--- src/rtl/bsram_pkg.sv ---
`timescale 1ns/1ps
package bsram_pkg;
  localparam int BURST_W = 2;

  typedef enum logic [1:0] {
    LD_NONE = 2'd0,
    LD_CPU  = 2'd1,
    LD_CTL  = 2'd2
  } ld_src_e;

  function automatic logic [BURST_W-1:0] burst_next(input logic [BURST_W-1:0] c,
                                                    input logic step);
    return step ? c + BURST_W'(1) : c;
  endfunction
endpackage

--- src/rtl/bsram_addr_seq.sv ---
`timescale 1ns/1ps
module bsram_addr_seq
  import bsram_pkg::*;
#(
  parameter int ADDR_W = 6
) (
  input  logic               clk_i,
  input  logic               rst_ni,
  input  logic               hold_i,
  input  logic [ADDR_W-1:0]  addr_i,
  input  logic               cs0_n_i,
  input  logic               cs1_i,
  input  logic               cs2_n_i,
  input  logic               cpu_ld_n_i,
  input  logic               ctl_ld_n_i,
  input  logic               step_n_i,
  output logic               acc_o,
  output logic [ADDR_W-1:0]  acc_addr_o,
  output logic               sel_q_o,
  output logic [BURST_W-1:0] cnt_o,
  output logic               load_o,
  output logic               first_o
);
  localparam int HI_W = ADDR_W - BURST_W;

  ld_src_e            src;
  logic               cs_ok;
  logic               sel_q;
  logic [HI_W-1:0]    base_q;
  logic [BURST_W-1:0] cnt_q, cnt_nx;

  // processor strobe only counts while cs0 is asserted; it wins over controller
  always_comb begin
    src = LD_NONE;
    if (!hold_i) begin
      if (!cpu_ld_n_i && !cs0_n_i) src = LD_CPU;
      else if (!ctl_ld_n_i)        src = LD_CTL;
    end
  end

  assign load_o  = (src != LD_NONE);
  assign cs_ok   = !cs0_n_i && cs1_i && !cs2_n_i;
  assign cnt_nx  = load_o ? addr_i[BURST_W-1:0] : burst_next(cnt_q, !step_n_i);
  assign acc_o   = load_o ? cs_ok : (sel_q && !hold_i);
  assign first_o = load_o && cs_ok && !sel_q;

  always_comb begin
    if (load_o) acc_addr_o = addr_i;
    else        acc_addr_o = {base_q, cnt_nx};
  end

  always_ff @(posedge clk_i or negedge rst_ni) begin
    if (!rst_ni) begin
      sel_q  <= 1'b0;
      base_q <= '0;
      cnt_q  <= '0;
    end else if (load_o) begin
      sel_q  <= cs_ok;
      base_q <= addr_i[ADDR_W-1:BURST_W];
      cnt_q  <= addr_i[BURST_W-1:0];
    end else if (sel_q && !hold_i) begin
      cnt_q  <= cnt_nx;
    end
  end

  assign sel_q_o = sel_q;
  assign cnt_o   = cnt_q;
endmodule

--- src/rtl/bsram_lane_mem.sv ---
`timescale 1ns/1ps
module bsram_lane_mem #(
  parameter int AW = 6,
  parameter int W  = 8
) (
  input  logic          clk_i,
  input  logic          rst_ni,
  input  logic          we_i,
  input  logic          re_i,
  input  logic [AW-1:0] addr_i,
  input  logic [W-1:0]  wdata_i,
  output logic [W-1:0]  rdata_o
);
  localparam int DEPTH = 1 << AW;

  logic [W-1:0] mem [DEPTH];
  logic [W-1:0] rd_q;

  always_ff @(posedge clk_i) begin
    if (we_i) mem[addr_i] <= wdata_i;
  end

  always_ff @(posedge clk_i or negedge rst_ni) begin
    if (!rst_ni)   rd_q <= '0;
    else if (re_i) rd_q <= mem[addr_i];
  end

  assign rdata_o = rd_q;
endmodule

--- src/rtl/bsram_out_pipe.sv ---
`timescale 1ns/1ps
module bsram_out_pipe #(
  parameter int DATA_W = 32
) (
  input  logic              clk_i,
  input  logic              rst_ni,
  input  logic              hold_i,
  input  logic              rd_vld_i,
  input  logic [DATA_W-1:0] rd_i,
  input  logic              oe_n_i,
  input  logic              sleep_i,
  output logic [DATA_W-1:0] rdata_o,
  output logic              oe_o
);
  logic              s1_v_q;
  logic              drv_q;
  logic [DATA_W-1:0] dout_q;

  // drv_q only rises one edge after a read, which also masks the first cycle out of idle
  always_ff @(posedge clk_i or negedge rst_ni) begin
    if (!rst_ni) begin
      s1_v_q <= 1'b0;
      drv_q  <= 1'b0;
      dout_q <= '0;
    end else if (!hold_i) begin
      s1_v_q <= rd_vld_i;
      drv_q  <= s1_v_q;
      if (s1_v_q) dout_q <= rd_i;
    end
  end

  assign rdata_o = dout_q;
  assign oe_o    = drv_q && !oe_n_i && !sleep_i;
endmodule

--- src/rtl/burst_sram.sv ---
`timescale 1ns/1ps
module burst_sram
  import bsram_pkg::*;
#(
  parameter int ADDR_W = 6,
  parameter int LANES  = 4,
  parameter int LANE_W = 8
) (
  input  logic                    clk_i,
  input  logic                    rst_ni,
  input  logic [ADDR_W-1:0]       addr_i,
  input  logic                    cs0_n_i,
  input  logic                    cs1_i,
  input  logic                    cs2_n_i,
  input  logic                    cpu_ld_n_i,
  input  logic                    ctl_ld_n_i,
  input  logic                    step_n_i,
  input  logic                    wr_all_n_i,
  input  logic                    wr_byte_n_i,
  input  logic [LANES-1:0]        lane_sel_n_i,
  input  logic                    oe_n_i,
  input  logic                    sleep_i,
  input  logic [LANES*LANE_W-1:0] wdata_i,
  output logic [LANES*LANE_W-1:0] rdata_o,
  output logic                    oe_o
);
  localparam int DATA_W = LANES * LANE_W;

  logic               acc, acc_wr, acc_rd;
  logic [ADDR_W-1:0]  acc_addr;
  logic               sel_q, ld, first_ld;
  logic [BURST_W-1:0] cnt_q;
  logic [LANES-1:0]   lane_we;
  logic [DATA_W-1:0]  rd_raw;

  bsram_addr_seq #(.ADDR_W(ADDR_W)) u_seq (
    .clk_i      (clk_i),
    .rst_ni     (rst_ni),
    .hold_i     (sleep_i),
    .addr_i     (addr_i),
    .cs0_n_i    (cs0_n_i),
    .cs1_i      (cs1_i),
    .cs2_n_i    (cs2_n_i),
    .cpu_ld_n_i (cpu_ld_n_i),
    .ctl_ld_n_i (ctl_ld_n_i),
    .step_n_i   (step_n_i),
    .acc_o      (acc),
    .acc_addr_o (acc_addr),
    .sel_q_o    (sel_q),
    .cnt_o      (cnt_q),
    .load_o     (ld),
    .first_o    (first_ld)
  );

  // a byte write with no lane picked falls back to a read
  assign acc_wr = !wr_all_n_i || (!wr_byte_n_i && !(&lane_sel_n_i));
  assign acc_rd = acc && !acc_wr;

  for (genvar g = 0; g < LANES; g++) begin : g_lane
    assign lane_we[g] = acc && acc_wr && (!wr_all_n_i || !lane_sel_n_i[g]);

    bsram_lane_mem #(.AW(ADDR_W), .W(LANE_W)) u_mem (
      .clk_i   (clk_i),
      .rst_ni  (rst_ni),
      .we_i    (lane_we[g]),
      .re_i    (acc_rd),
      .addr_i  (acc_addr),
      .wdata_i (wdata_i[g*LANE_W +: LANE_W]),
      .rdata_o (rd_raw[g*LANE_W +: LANE_W])
    );
  end

  bsram_out_pipe #(.DATA_W(DATA_W)) u_out (
    .clk_i    (clk_i),
    .rst_ni   (rst_ni),
    .hold_i   (sleep_i),
    .rd_vld_i (acc_rd),
    .rd_i     (rd_raw),
    .oe_n_i   (oe_n_i),
    .sleep_i  (sleep_i),
    .rdata_o  (rdata_o),
    .oe_o     (oe_o)
  );
endmodule

--- config.mk ---
export PLATFORM = sky130hd
export DESIGN_NAME = burst_sram
export DESIGN_NICKNAME = d
export VERILOG_FILES = /design/src/rtl/bsram_pkg.sv /design/src/rtl/bsram_addr_seq.sv /design/src/rtl/bsram_lane_mem.sv /design/src/rtl/bsram_out_pipe.sv /design/src/rtl/burst_sram.sv
export SDC_FILE = /design/constraint.sdc
export NUM_CORES = 2
export LEC_CHECK = 0
export BUFFER_PORTS_ARGS = -buffer_cell sky130_fd_sc_hd__buf_2
export CAP_MARGIN = 25
export CORE_ASPECT_RATIO = 2
export CORE_UTILIZATION = 30
export CTS_CLUSTER_SIZE = 28
export DETAILED_ROUTE_END_ITERATION = 7
export PLACE_DENSITY = 0.49
export SLEW_MARGIN = 5
export SYNTH_ARGS = -nofsm -noshare
export SYNTH_HDL_FRONTEND = slang
export SYNTH_SLANG_ARGS = --single-unit
--- constraint.sdc ---
create_clock -name clk_i -period 3.8 [get_ports clk_i]
set_clock_uncertainty 0.2 [all_clocks]
set_input_delay 0.38 -clock clk_i [delete_from_list [all_inputs] [get_ports clk_i]]
set_output_delay 0.38 -clock clk_i [all_outputs]
set_load 0.03 [all_outputs]
==> flow_summary.yaml <==
worst_setup_path:
  required_ns: 4.32
  critPathCaptureType: "flop"
  startpoint_type: "flop"
  criticalPathCategory: "flop to flop"
  cp_max_fo: 36
  arrival_ns: 4.30
finish:
  area_growth_syn_to_layout_pct: 21.3
  finish.instance_area_sq_um: 97300
  fill_cells: 25100
  finish.utilization_pct: 36.5
  drive_above_1_share_pct: 24.9
  finish.net_count: 5487
die:
  rows: 268
  fp.coreArea_sq_um: 266000
  starting_density_of_the_core_pct: 30.1
  die-area_sq_um: 270000
  die_h_microns: 733
  floorplan.die.width_microns: 368
  top_ports: 87
power:
  power.density_nw_per_um2: 539
  post-layout-total-power_w: 0.0525
  leakage_nw: 31.9
  worst_ir_drop_vdd_v: 0.000368
place:
  placement.io_buffers: 86
  placedInstanceArea_sq_um: 91200
  hpwlAfterDp_mm: 202
  placer_congestion_estimate: 0.875
routing:
  residual_drc: 0
  finalWirelength_mm: 290
  first_pass_iteration_count_of_the_detailed_router: 6
  via_per_inst: 5.32
  routed-via-count: 48400
  drt-wirelength-per-cell_microns: 31.9
  postRouteAntennaNets: 0
  drt-initial-drc-count: 4775
clocking:
  cts_htree_levels: 4
  clock_insertion_delay_worst_skew_ns: 0.86
  cts.clk_slew.worst_paths_ns: 0.08
  cts.root.buffer_cell: "clkbuf_16"
  tritoncts: "yes"
  cts_buffers: 184
  clockBufferDepth: 4
  post_cts_buffers: 0
  numClockSinks: 2121
timing:
  worst_slew_pin_slew_ns: 1.07
  setup_tns_ns: 0
  finalSetupViolCount: 0
  report.final.slew_viol_count: 0
  timing_hold_violations_final: 0
  relSlewSlack_pct: 28.4
  hold-worst-slack_ns: 0.00942
  min_period_ns: 3.77
  min_period_over_period_pct: 99.3
  maxClockFrequency_mhz: 265
  grt_setup_unrepaired: "no"
status:
  run_status: "complete, no violations"
yosys:
  netlist_instances: 4622
  synth_edf_count: 2048
  yosysUniqueCellTypes: 76
  synth_seq_cells: 2121
  postSynth.topFlopCell: "edfxtp_1"
  synth.yosys.warnings: 0
  syn-num-nets: 4676
  ffs_w_async_s_r_synth_pct: 3.44
  seq_area_frac_synth_pct: 78.9
  post_synthesis_cell_area_sq_um: 80200
  synth.avg_cell_area_sq_um: 17.4
worst_hold_path:
  worst_hold_path_class: "input pin to flop"
global_route:
  grt_start_max_net_pins: 65
  grt_first_pass_wirelength_mm: 399
  grt_antenna_before_repair: 14
  groute.usage.overall_pct: 21.1
  grt-ovfl-total: 0
  first_global_vias: 50000
flow_run:
  max_cap_viol_count: 0
==> worst max-delay path: stages, from the launching register on <==
cell,delay [ns]
dfrtp_1,0.51
nand2b_1,0.17
xor2_1,0.22
a21boi_4,0.23
buf_12,0.26
buf_12,0.21
buf_12,0.22
mux2i_1,0.56
o22ai_1,0.18
nor4_2,0.61
a41oi_1,0.19
==> per-layer routing <==
layer	part of all wire, %	vias to the layer above	routed length (microns)	track usage (%)
met3	4.6	619	13300	2.53
met5	0.020	-	57	0
met2	54	1829	158000	39.8
li1	-	20500	-	-
met4	6.9	10	19900	13.1
met1	34	25400	98700	21.8
==> synth_stat cells (all sizes together), types with 4 or more instances <==
| library cell | count | area, sq um |
|---|---|---|
| a31o | 15 | 131 |
| a211oi | 4 | 30.0 |
| mux2 | 52 | 589 |
| a221oi | 57 | 499 |
| nor4b | 4 | 35.0 |
| a21oi | 121 | 613 |
| o22ai | 27 | 169 |
| a22o | 64 | 561 |
| and3 | 12 | 75.1 |
| a21o | 4 | 30.0 |
| a22oi | 347 | 2610 |
| nor4 | 36 | 225 |
| nand2b | 7 | 43.8 |
| mux4 | 83 | 1870 |
| o32ai | 5 | 43.8 |
| o22a | 12 | 105 |
| a21boi | 5 | 45.0 |
| buf | 202 | 1030 |
| o221ai | 22 | 193 |
| clkbuf | 116 | 435 |
| o21ai | 77 | 393 |
| nor3 | 209 | 1060 |
| a222oi | 62 | 621 |
| o211ai | 4 | 30.0 |
| nand2 | 390 | 1470 |
| nor2 | 106 | 400 |
| or2 | 7 | 43.8 |
| a32oi | 19 | 166 |
| o32a | 8 | 80.1 |
| dfrtp | 73 | 1830 |
| inv | 10 | 37.5 |
| or4 | 5 | 37.5 |
| a41oi | 28 | 245 |
| mux2i | 157 | 1570 |
| a2111oi | 5 | 43.8 |
| a31oi | 92 | 576 |
| nand4 | 43 | 269 |
| nand3 | 51 | 255 |
| edfxtp | 2048 | 61500 |
==> sequential cells by signal, indices dropped and copies added (netlist names) <==
register,cells
u_seq.sel_q_o,1
g_lane.u_mem.mem,2048
u_out.rdata_o,32
g_lane.u_mem.rdata_o,32
u_seq.cnt_o,2
u_seq.base_q,4
u_out.drv_q,1
u_out.s1_v_q,1
==> placed cells by master, fill, tap and decap left out, drive strengths merged, types with 17 or more instances in the layout <==
cell type and n:
edfxtp 2048, buf 916, nand2 390, a22oi 347, clkbuf 237, nor3 209, mux2i 157, a21oi 121
nor2 106, a31oi 92, mux4 83, o21ai 77, dfrtp 73, a22o 64, clkinv 63, a222oi 62
a221oi 57, mux2 52, nand3 51, nand4 43, nor4 36, a41oi 28, o22ai 27, dlygate4sd3 27
o221ai 22, a32oi 19, inv 17
==> cell type report <==
| class | count | area (sq um) | share of cell area (%) |
|---|---|---|---|
| Multi-Input combinational cell | 2173 | 15800 | 16.2 |
| Clock buffer | 237 | 4930 | 5.07 |
| Tap cell | 3510 | 4390 | 4.51 |
| Sequential cell | 2121 | 63300 | 65.1 |
| Antenna cell | 6 | 15.0 | 0.0154 |
| Timing Repair Buffer | 943 | 8040 | 8.26 |
| Inverter | 10 | 37.5 | 0.0386 |
| Clock inverter | 89 | 792 | 0.814 |
==> final timing paths <==
path                                   start                         end  slack, ns  cells after the start
min reg2reg                u_out.rdata_o[26]           u_out.rdata_o[26]       0.30                      1
min in group asynchronous             rst_ni  g_lane[1].u_mem.rdata_o[4]       0.53                      3
max in group asynchronous             rst_ni           u_out.rdata_o[14]       1.41                      4
max reg2reg                   u_seq.cnt_o[0]  g_lane[1].u_mem.rdata_o[1]       0.03                     10
min                               wdata_i[6]  g_lane[0].u_mem.mem[61][6]      0.009                      2
max                           u_seq.cnt_o[0]  g_lane[1].u_mem.rdata_o[1]       0.03                     10
==> through the flow <==
stage / instances / worst slack (ns)
after global placement: 8723 / -0.735
after detailed placement: 8729 / -0.432
after floorplan: 4622 / 0.266
after global routing: 9085 / 0.0634
after CTS: 9081 / 0.0142
final: 9089 / 0.0264
==> report_power, final <==
part | internal, W | switching [W] | total [W]
combinational | 0.00259 | 0.00497 | 0.00755
clock | 0.0100 | 0.00868 | 0.0187
sequential | 0.0259 | 0.000356 | 0.0262
==> timing repair <==
| item | CTS | global route |
|---|---|---|
| pin swaps | 0 | 1 |
| endpoints found under the hold margin | 556 | 47 |
| setup endpoints to repair | 3 | 5 |
| resized for setup | 3 | 5 |
| hold buffers | 26 | 1 |
==> cell families after synthesis <==
kind of cell / synth area share (%)
muxes: 5.02
xor gates and xnor gates: 0.0530
DFF: 78.9
buffers and inverters: 1.87
AOI/OAI and AO/OA: 9.14
and+or+nand+nor: 4.99
(Power assumes the default switching activity.)
